**config.mk**
```make
export PLATFORM = sky130hd
export DESIGN_NAME = vft_frame_tracker
export DESIGN_NICKNAME = d
export VERILOG_FILES = /design/src/rtl/vft_pkg.sv /design/src/rtl/vft_trs_detect.sv /design/src/rtl/vft_sync_edges.sv /design/src/rtl/vft_line_check.sv /design/src/rtl/vft_frame_tracker.sv
export SDC_FILE = /design/constraint.sdc
export NUM_CORES = 1
export LEC_CHECK = 0
export ABC_AREA = 1
export CORE_AREA = 2 2 62 64
export CTS_BUF_LIST = sky130_fd_sc_hd__clkbuf_8 sky130_fd_sc_hd__clkbuf_16
export CTS_CLUSTER_DIAMETER = 100
export DETAILED_ROUTE_END_ITERATION = 6
export DIE_AREA = 0 0 64 66
export PLACE_DENSITY = 0.71
export REMOVE_ABC_BUFFERS = 1
export SLEW_MARGIN = 20
export SYNTH_ARGS = -nofsm -noshare
export SYNTH_HDL_FRONTEND = slang
export SYNTH_SLANG_ARGS = --single-unit
export TNS_END_PERCENT = 20
```
**constraint.sdc**
```tcl
create_clock -name clk -period 1.2 [get_ports clk]
set_input_delay 0.3 -clock clk [delete_from_list [all_inputs] [get_ports clk]]
set_output_delay 0.3 -clock clk [all_outputs]
set_load 0.02 [all_outputs]
```
**src/rtl/vft_pkg.sv**
```systemverilog
package vft_pkg;

    typedef struct packed {
        logic f;
        logic v;
        logic h;
    } trs_flags_t;

    typedef enum logic [1:0] {
        SEEK_FF,
        SEEK_Z1,
        SEEK_Z2,
        SEEK_XY
    } trs_state_t;

    localparam logic [7:0] PRE_ONES  = 8'hFF;
    localparam logic [7:0] PRE_ZEROS = 8'h00;

    function automatic trs_flags_t xy_flags(input logic [7:0] b);
        trs_flags_t r;
        r.f = b[6];
        r.v = b[5];
        r.h = b[4];
        return r;
    endfunction

    function automatic trs_state_t restart(input logic [7:0] b);
        return (b == PRE_ONES) ? SEEK_Z1 : SEEK_FF;
    endfunction

endpackage

```
**src/rtl/vft_trs_detect.sv**
```systemverilog
module vft_trs_detect
    import vft_pkg::*;
(
    input  logic       clk,
    input  logic       rst,
    input  logic       vld,
    input  logic [7:0] din,
    output logic       code_vld,
    output trs_flags_t code
);

    trs_state_t st;

    always_ff @(posedge clk) begin
        if (rst) begin
            st       <= SEEK_FF;
            code_vld <= 1'b0;
            code     <= '0;
        end else begin
            code_vld <= 1'b0;
            if (vld) begin
                case (st)
                    SEEK_FF: st <= restart(din);
                    SEEK_Z1: st <= (din == PRE_ZEROS) ? SEEK_Z2 : restart(din);
                    SEEK_Z2: st <= (din == PRE_ZEROS) ? SEEK_XY : restart(din);
                    default: begin
                        if (din[7]) begin
                            code_vld <= 1'b1;
                            code     <= xy_flags(din);
                        end
                        st <= restart(din);
                    end
                endcase
            end
        end
    end


    code_src_chk: assert property (@(posedge clk) disable iff (rst)
        code_vld |-> $past(vld && din[7]));

endmodule

```
**src/rtl/vft_sync_edges.sv**
```systemverilog
module vft_sync_edges
    import vft_pkg::*;
(
    input  logic       clk,
    input  logic       rst,
    input  logic       code_vld,
    input  trs_flags_t code,
    input  logic       interlaced,
    output logic       sof,
    output logic       sol,
    output logic       line_tick,
    output logic       close,
    output logic       in_sync,
    output logic       field_flag
);

    logic eav_seen, any_code, f_last, v_last, h_last;
    logic is_eav, is_sav, f_fall, f_rise, v_fall, bound, fld_n;

    always_comb begin
        is_eav = code_vld & code.h;
        is_sav = code_vld & ~code.h;
        f_fall = is_eav & eav_seen & f_last & ~code.f;
        f_rise = is_eav & eav_seen & ~f_last & code.f;
        v_fall = is_eav & eav_seen & v_last & ~code.v;
        bound  = interlaced ? f_fall : v_fall;
        fld_n  = in_sync & (interlaced ? (f_fall | f_rise) : v_fall);
    end

    always_ff @(posedge clk) begin
        if (rst) begin
            eav_seen   <= 1'b0;
            any_code   <= 1'b0;
            f_last     <= 1'b0;
            v_last     <= 1'b0;
            h_last     <= 1'b0;
            sof        <= 1'b0;
            sol        <= 1'b0;
            line_tick  <= 1'b0;
            close      <= 1'b0;
            in_sync    <= 1'b0;
            field_flag <= 1'b0;
        end else begin
            sof       <= bound;
            close     <= bound & in_sync;
            sol       <= is_eav & any_code & ~h_last;
            line_tick <= is_sav & any_code & h_last;
            if (bound) in_sync <= 1'b1;
            if (fld_n) field_flag <= ~field_flag;
            if (code_vld) begin
                any_code <= 1'b1;
                h_last   <= code.h;
                if (code.h) begin
                    eav_seen <= 1'b1;
                    f_last   <= code.f;
                    v_last   <= code.v;
                end
            end
        end
    end


    sync_hold_chk: assert property (@(posedge clk) disable iff (rst)
        in_sync |=> in_sync);

    sol_src_chk: assert property (@(posedge clk) disable iff (rst)
        sol |-> $past(code_vld && code.h));

    sof_fall_chk: assert property (@(posedge clk) disable iff (rst)
        sof |-> $past(code_vld && code.h && (interlaced ? !code.f : !code.v)));

    field_move_chk: assert property (@(posedge clk) disable iff (rst)
        !$stable(field_flag) |-> $past(code_vld && in_sync));

endmodule

```
**src/rtl/vft_line_check.sv**
```systemverilog
module vft_line_check #(
    parameter int LINE_W = 11
) (
    input  logic              clk,
    input  logic              rst,
    input  logic              line_tick,
    input  logic              sof,
    input  logic              close,
    input  logic              in_sync,
    input  logic [LINE_W-1:0] exp_lines,
    input  logic              err_clr,
    output logic              track_err
);

    localparam logic [LINE_W-1:0] CNT_MAX = '1;

    logic [LINE_W-1:0] cnt;

    always_ff @(posedge clk) begin
        if (rst) begin
            cnt       <= '0;
            track_err <= 1'b0;
        end else begin
            if (sof)
                cnt <= '0;
            else if (line_tick && in_sync && cnt != CNT_MAX)
                cnt <= cnt + 1'b1;

            if (close && cnt != exp_lines)
                track_err <= 1'b1;
            else if (err_clr)
                track_err <= 1'b0;
        end
    end


    cnt_idle_chk: assert property (@(posedge clk) disable iff (rst)
        !in_sync |-> cnt == '0);

    err_set_chk: assert property (@(posedge clk) disable iff (rst)
        $rose(track_err) |-> $past(close));

    err_hold_chk: assert property (@(posedge clk) disable iff (rst)
        track_err && !err_clr |=> track_err);

endmodule

```
**src/rtl/vft_frame_tracker.sv**
```systemverilog
module vft_frame_tracker
    import vft_pkg::*;
#(
    parameter int LINE_W = 11
) (
    input  logic              clk,
    input  logic              rst,
    input  logic              byte_vld,
    input  logic [7:0]        byte_in,
    input  logic              interlaced,
    input  logic [LINE_W-1:0] exp_lines,
    input  logic              err_clr,
    output logic              sof,
    output logic              sol,
    output logic              in_sync,
    output logic              field_flag,
    output logic              track_err
);

    logic       code_vld;
    trs_flags_t code;
    logic       line_tick, close;

    vft_trs_detect u_detect (
        .clk      (clk),
        .rst      (rst),
        .vld      (byte_vld),
        .din      (byte_in),
        .code_vld (code_vld),
        .code     (code)
    );

    vft_sync_edges u_edges (
        .clk        (clk),
        .rst        (rst),
        .code_vld   (code_vld),
        .code       (code),
        .interlaced (interlaced),
        .sof        (sof),
        .sol        (sol),
        .line_tick  (line_tick),
        .close      (close),
        .in_sync    (in_sync),
        .field_flag (field_flag)
    );

    vft_line_check #(.LINE_W(LINE_W)) u_check (
        .clk       (clk),
        .rst       (rst),
        .line_tick (line_tick),
        .sof       (sof),
        .close     (close),
        .in_sync   (in_sync),
        .exp_lines (exp_lines),
        .err_clr   (err_clr),
        .track_err (track_err)
    );

endmodule

```
==> impl_metrics.env <==
export IMPL_status="finished, violations left"
export IMPL_violations="negative setup slack"
export IMPL_antenna_left=0
export IMPL_drc=0
export IMPL_grt_usage=0.1741
export IMPL_max_freq_ghz=0.7734
export IMPL_critPathCapture="u_check.cnt[0]$_SDFFE_PP0P_"
export IMPL_power_density_nw_per_um2=853.4
export IMPL_worst_ep_arrival_time_ns=1.50
export IMPL_clock_latency_ns=0.28
export IMPL_drt_pre_antenna_iters=4
export IMPL_synth_simple_area_share=0.3257
export IMPL_cp_max_fo=8
export IMPL_fin_worst_skew_ns=0.004569
export IMPL_final_common_cell="nand2_1"
export IMPL_hp_class="reg2reg"
export IMPL_peakVddDrop_uv=614.3
export IMPL_clock_sinks=29
export IMPL_synth_seq_area_share=0.3797
export IMPL_port_buffers=28
export IMPL_synth_compound_area_frac=0.1146
export IMPL_crit_path_start_kind="flop"
export IMPL_synth_mux_area_frac=0
export IMPL_rsz0062_at_grt="true"
export IMPL_die_width_um=64
export IMPL_setup_ws_ns=-0.09299
export IMPL_slew_violations=0
export IMPL_fin_area_um2=2235
export IMPL_gp_congestion=0.8812
export IMPL_grt_first_pass_wirelength_um=5671
export IMPL_cap_violations=0
export IMPL_first_iter_violations=44
export IMPL_relSlewSlack=0.7808
export IMPL_finalHoldViolCount=0
export IMPL_antennaDiodeCount=0
export IMPL_ys_ff_latch=29
export IMPL_wl_um=3357
export IMPL_syn_mean_instance_area_um2=6.765
export IMPL_ff2ff_setup_slack_ns=-0.09
export IMPL_initial_core_util=0.4306
export IMPL_drive_above_1_share=0.2639
export IMPL_area_growth_pct=46.15
export IMPL_die_height_um=66
export IMPL_die_area_um2=4224
export IMPL_cts_hold_buf=0
export IMPL_post_cts_setup_buffer_count=0
export IMPL_post_drt_wl_per_cell_um=9.991
export IMPL_startpoint="u_check.cnt[0]$_SDFFE_PP0P_"
export IMPL_syn_area_um2=1529
export IMPL_layout_common_cells="55 x nand2_1, 30 x inv_1, 27 x buf_4, 23 x nor2_1"
export IMPL_grt_pass1_vias=1381
export IMPL_cts_tree="done"
export IMPL_rows=22
export IMPL_yosysUniqueCellTypes=25
export IMPL_cts_root_buf="clkbuf_8"
export IMPL_io_pins=29
export IMPL_synth_top_family_by_area="simple AND/OR/NAND/NOR gates"
export IMPL_grt_max_degree=11
export IMPL_nNetsFinal=316
export IMPL_syn_inst=226
export IMPL_clk_pin_slew_worst_paths_ns=0.06
export IMPL_finalCritPeriodShare=1.077
export IMPL_cts_htree_levels=2
export IMPL_grt_overflow=0
export IMPL_cts_buffers=5
export IMPL_setup_viol=11
export IMPL_crit_type="reg2reg"
export IMPL_regToRegStartpoint="u_check.cnt[0]$_SDFFE_PP0P_"
export IMPL_hpwl_um=2517
export IMPL_critPathCaptureType="flop"
export IMPL_dpl_cell_area_um2=2064
export IMPL_synthAdderAreaFrac=0.04092
export IMPL_r2r_cells=7
export IMPL_tightest_slew_ns=0.3285
export IMPL_coreArea_um2=3551
export IMPL_grt_antenna_before_repair=0
export IMPL_power_leakage_nw=0.9475
export IMPL_synth_xor_area_share=0.04583
export IMPL_via_count=1528
export IMPL_cts_buffer_depth=2
export IMPL_fin_crit_ns=1.293
export IMPL_finalPower_mw=1.907
export IMPL_worstPathRequired_ns=1.41
export IMPL_r2r_end="u_check.cnt[0]$_SDFFE_PP0P_"
export IMPL_dp_slack_ns=-0.2665
export IMPL_routed_via_density=4.548
export IMPL_ys_warnings_count=0
[worst max-delay path, cell delays in order (launching register included)]
cell and delay [ns]:
dfxtp_2 0.36, ha_4 0.16, nand3_4 0.06, nand3b_1 0.20, nand2_4 0.16, buf_6 0.13, o21ai_1 0.05, a21oi_1 0.10
[Yosys cell counts]
master / n / area (um2)
nand3_1: 10 / 50.05
nor2_1: 26 / 97.59
xor2_1: 3 / 26.28
nor3b_1: 1 / 7.510
nand2_2: 1 / 6.260
clkbuf_1: 1 / 3.750
nand3b_1: 1 / 7.510
buf_4: 1 / 7.510
nor4_1: 2 / 12.51
dfxtp_1: 29 / 580.6
nor2_2: 1 / 6.260
buf_6: 1 / 11.26
xnor2_1: 5 / 43.79
or2_2: 3 / 18.77
nor3_1: 3 / 15.01
o21ai_1: 2 / 10.01
nand2_1: 59 / 221.5
nand3_2: 1 / 10.01
a21oi_1: 21 / 105.1
inv_1: 31 / 116.4
ha_1: 5 / 62.56
nand4_1: 4 / 25.02
inv_2: 1 / 3.750
nor3_2: 2 / 20.02
o21ai_0: 12 / 60.06
[registers in the layout, indices dropped and copies added, names as in the netlist]
| register | flops |
|---|---|
| u_detect.code_vld | 1 |
| u_edges.sof | 1 |
| u_edges.field_flag | 1 |
| u_edges.v_last | 1 |
| u_edges.close | 1 |
| u_edges.any_code | 1 |
| u_detect.code | 3 |
| u_edges.f_last | 1 |
| u_edges.h_last | 1 |
| u_edges.sol | 1 |
| u_detect.st | 2 |
| u_check.track_err | 1 |
| u_edges.eav_seen | 1 |
| u_edges.in_sync | 1 |
| u_check.cnt | 11 |
| u_edges.line_tick | 1 |
[worst min path at each step]
stage                                              from                        endpoint  slack [ns]  depth (start not counted)
final                       u_edges.h_last$_SDFFE_PP0P_          u_edges.sol$_SDFF_PP0_        0.43                          1
after global routing      u_detect.code[0]$_SDFFE_PP0P_    u_edges.line_tick$_SDFF_PP0_        0.45                          1
after CTS                   u_edges.h_last$_SDFFE_PP0P_          u_edges.sol$_SDFF_PP0_        0.43                          1
after detailed placement    u_edges.h_last$_SDFFE_PP0P_          u_edges.sol$_SDFF_PP0_        0.42                          1
after global placement      u_edges.h_last$_SDFFE_PP0P_          u_edges.sol$_SDFF_PP0_        0.42                          1
after floorplan                                     rst  u_check.track_err$_SDFFE_PP0P_        0.37                          1
[where the power goes]
part | internal (mW) | switching, mW
combinational | 0.0999 | 0.0681
clock | 0.399 | 0.373
sequential | 0.965 | 0.00222
[cell families after synthesis]
group	after synthesis
AND/OR/NAND/NOR	114
flip-flops	29
adder cells (fa/ha/maj)	5
XOR/XNOR	8
buffers and inverters	35
AO/OA/AOI/OAI	35
[final cells by class]
type                            instances  area (um2)
Tap cell                               48       60.06
Clock inverter                          3       17.52
Multi-Input combinational cell        162       887.1
Clock buffer                            5       68.82
Fill cell                             307        1316
Sequential cell                        29       590.6
Timing Repair Buffer                   57       485.5
Inverter                               32       125.1
[repair_timing]
action                     4_1_cts  5_1_grt
pin swaps                        6        7
setup endpoints to repair       20       22
gates resized for setup         29       27
[metal layers]
| metal | GRT usage | vias to the layer above | part of all wire |
|---|---|---|---|
| met4 | 0.07880 | 0 | 0.020 |
| met5 | 0 | - | 0 |
| met1 | 0.2179 | 639 | 0.48 |
| met2 | 0.2708 | 45 | 0.43 |
| li1 | - | 838 | - |
| met3 | 0.05792 | 6 | 0.063 |
[stage by stage]
stage / TNS, ns / hold slack [ns] / std cells / utilization
2_1_floorplan: -1.180 / 0.3691 / 223 / -
3_3_place_gp: -4.175 / 0.4202 / 328 / 0.5814
3_5_place_dp: -4.202 / 0.4157 / 328 / 0.5814
4_1_cts: -0.8453 / 0.4345 / 336 / 0.6195
5_1_grt: -1.691 / 0.4533 / 336 / 0.6293
6_report: -0.6582 / 0.4349 / 336 / 0.6293
Power figures use the tool's default switching activity.
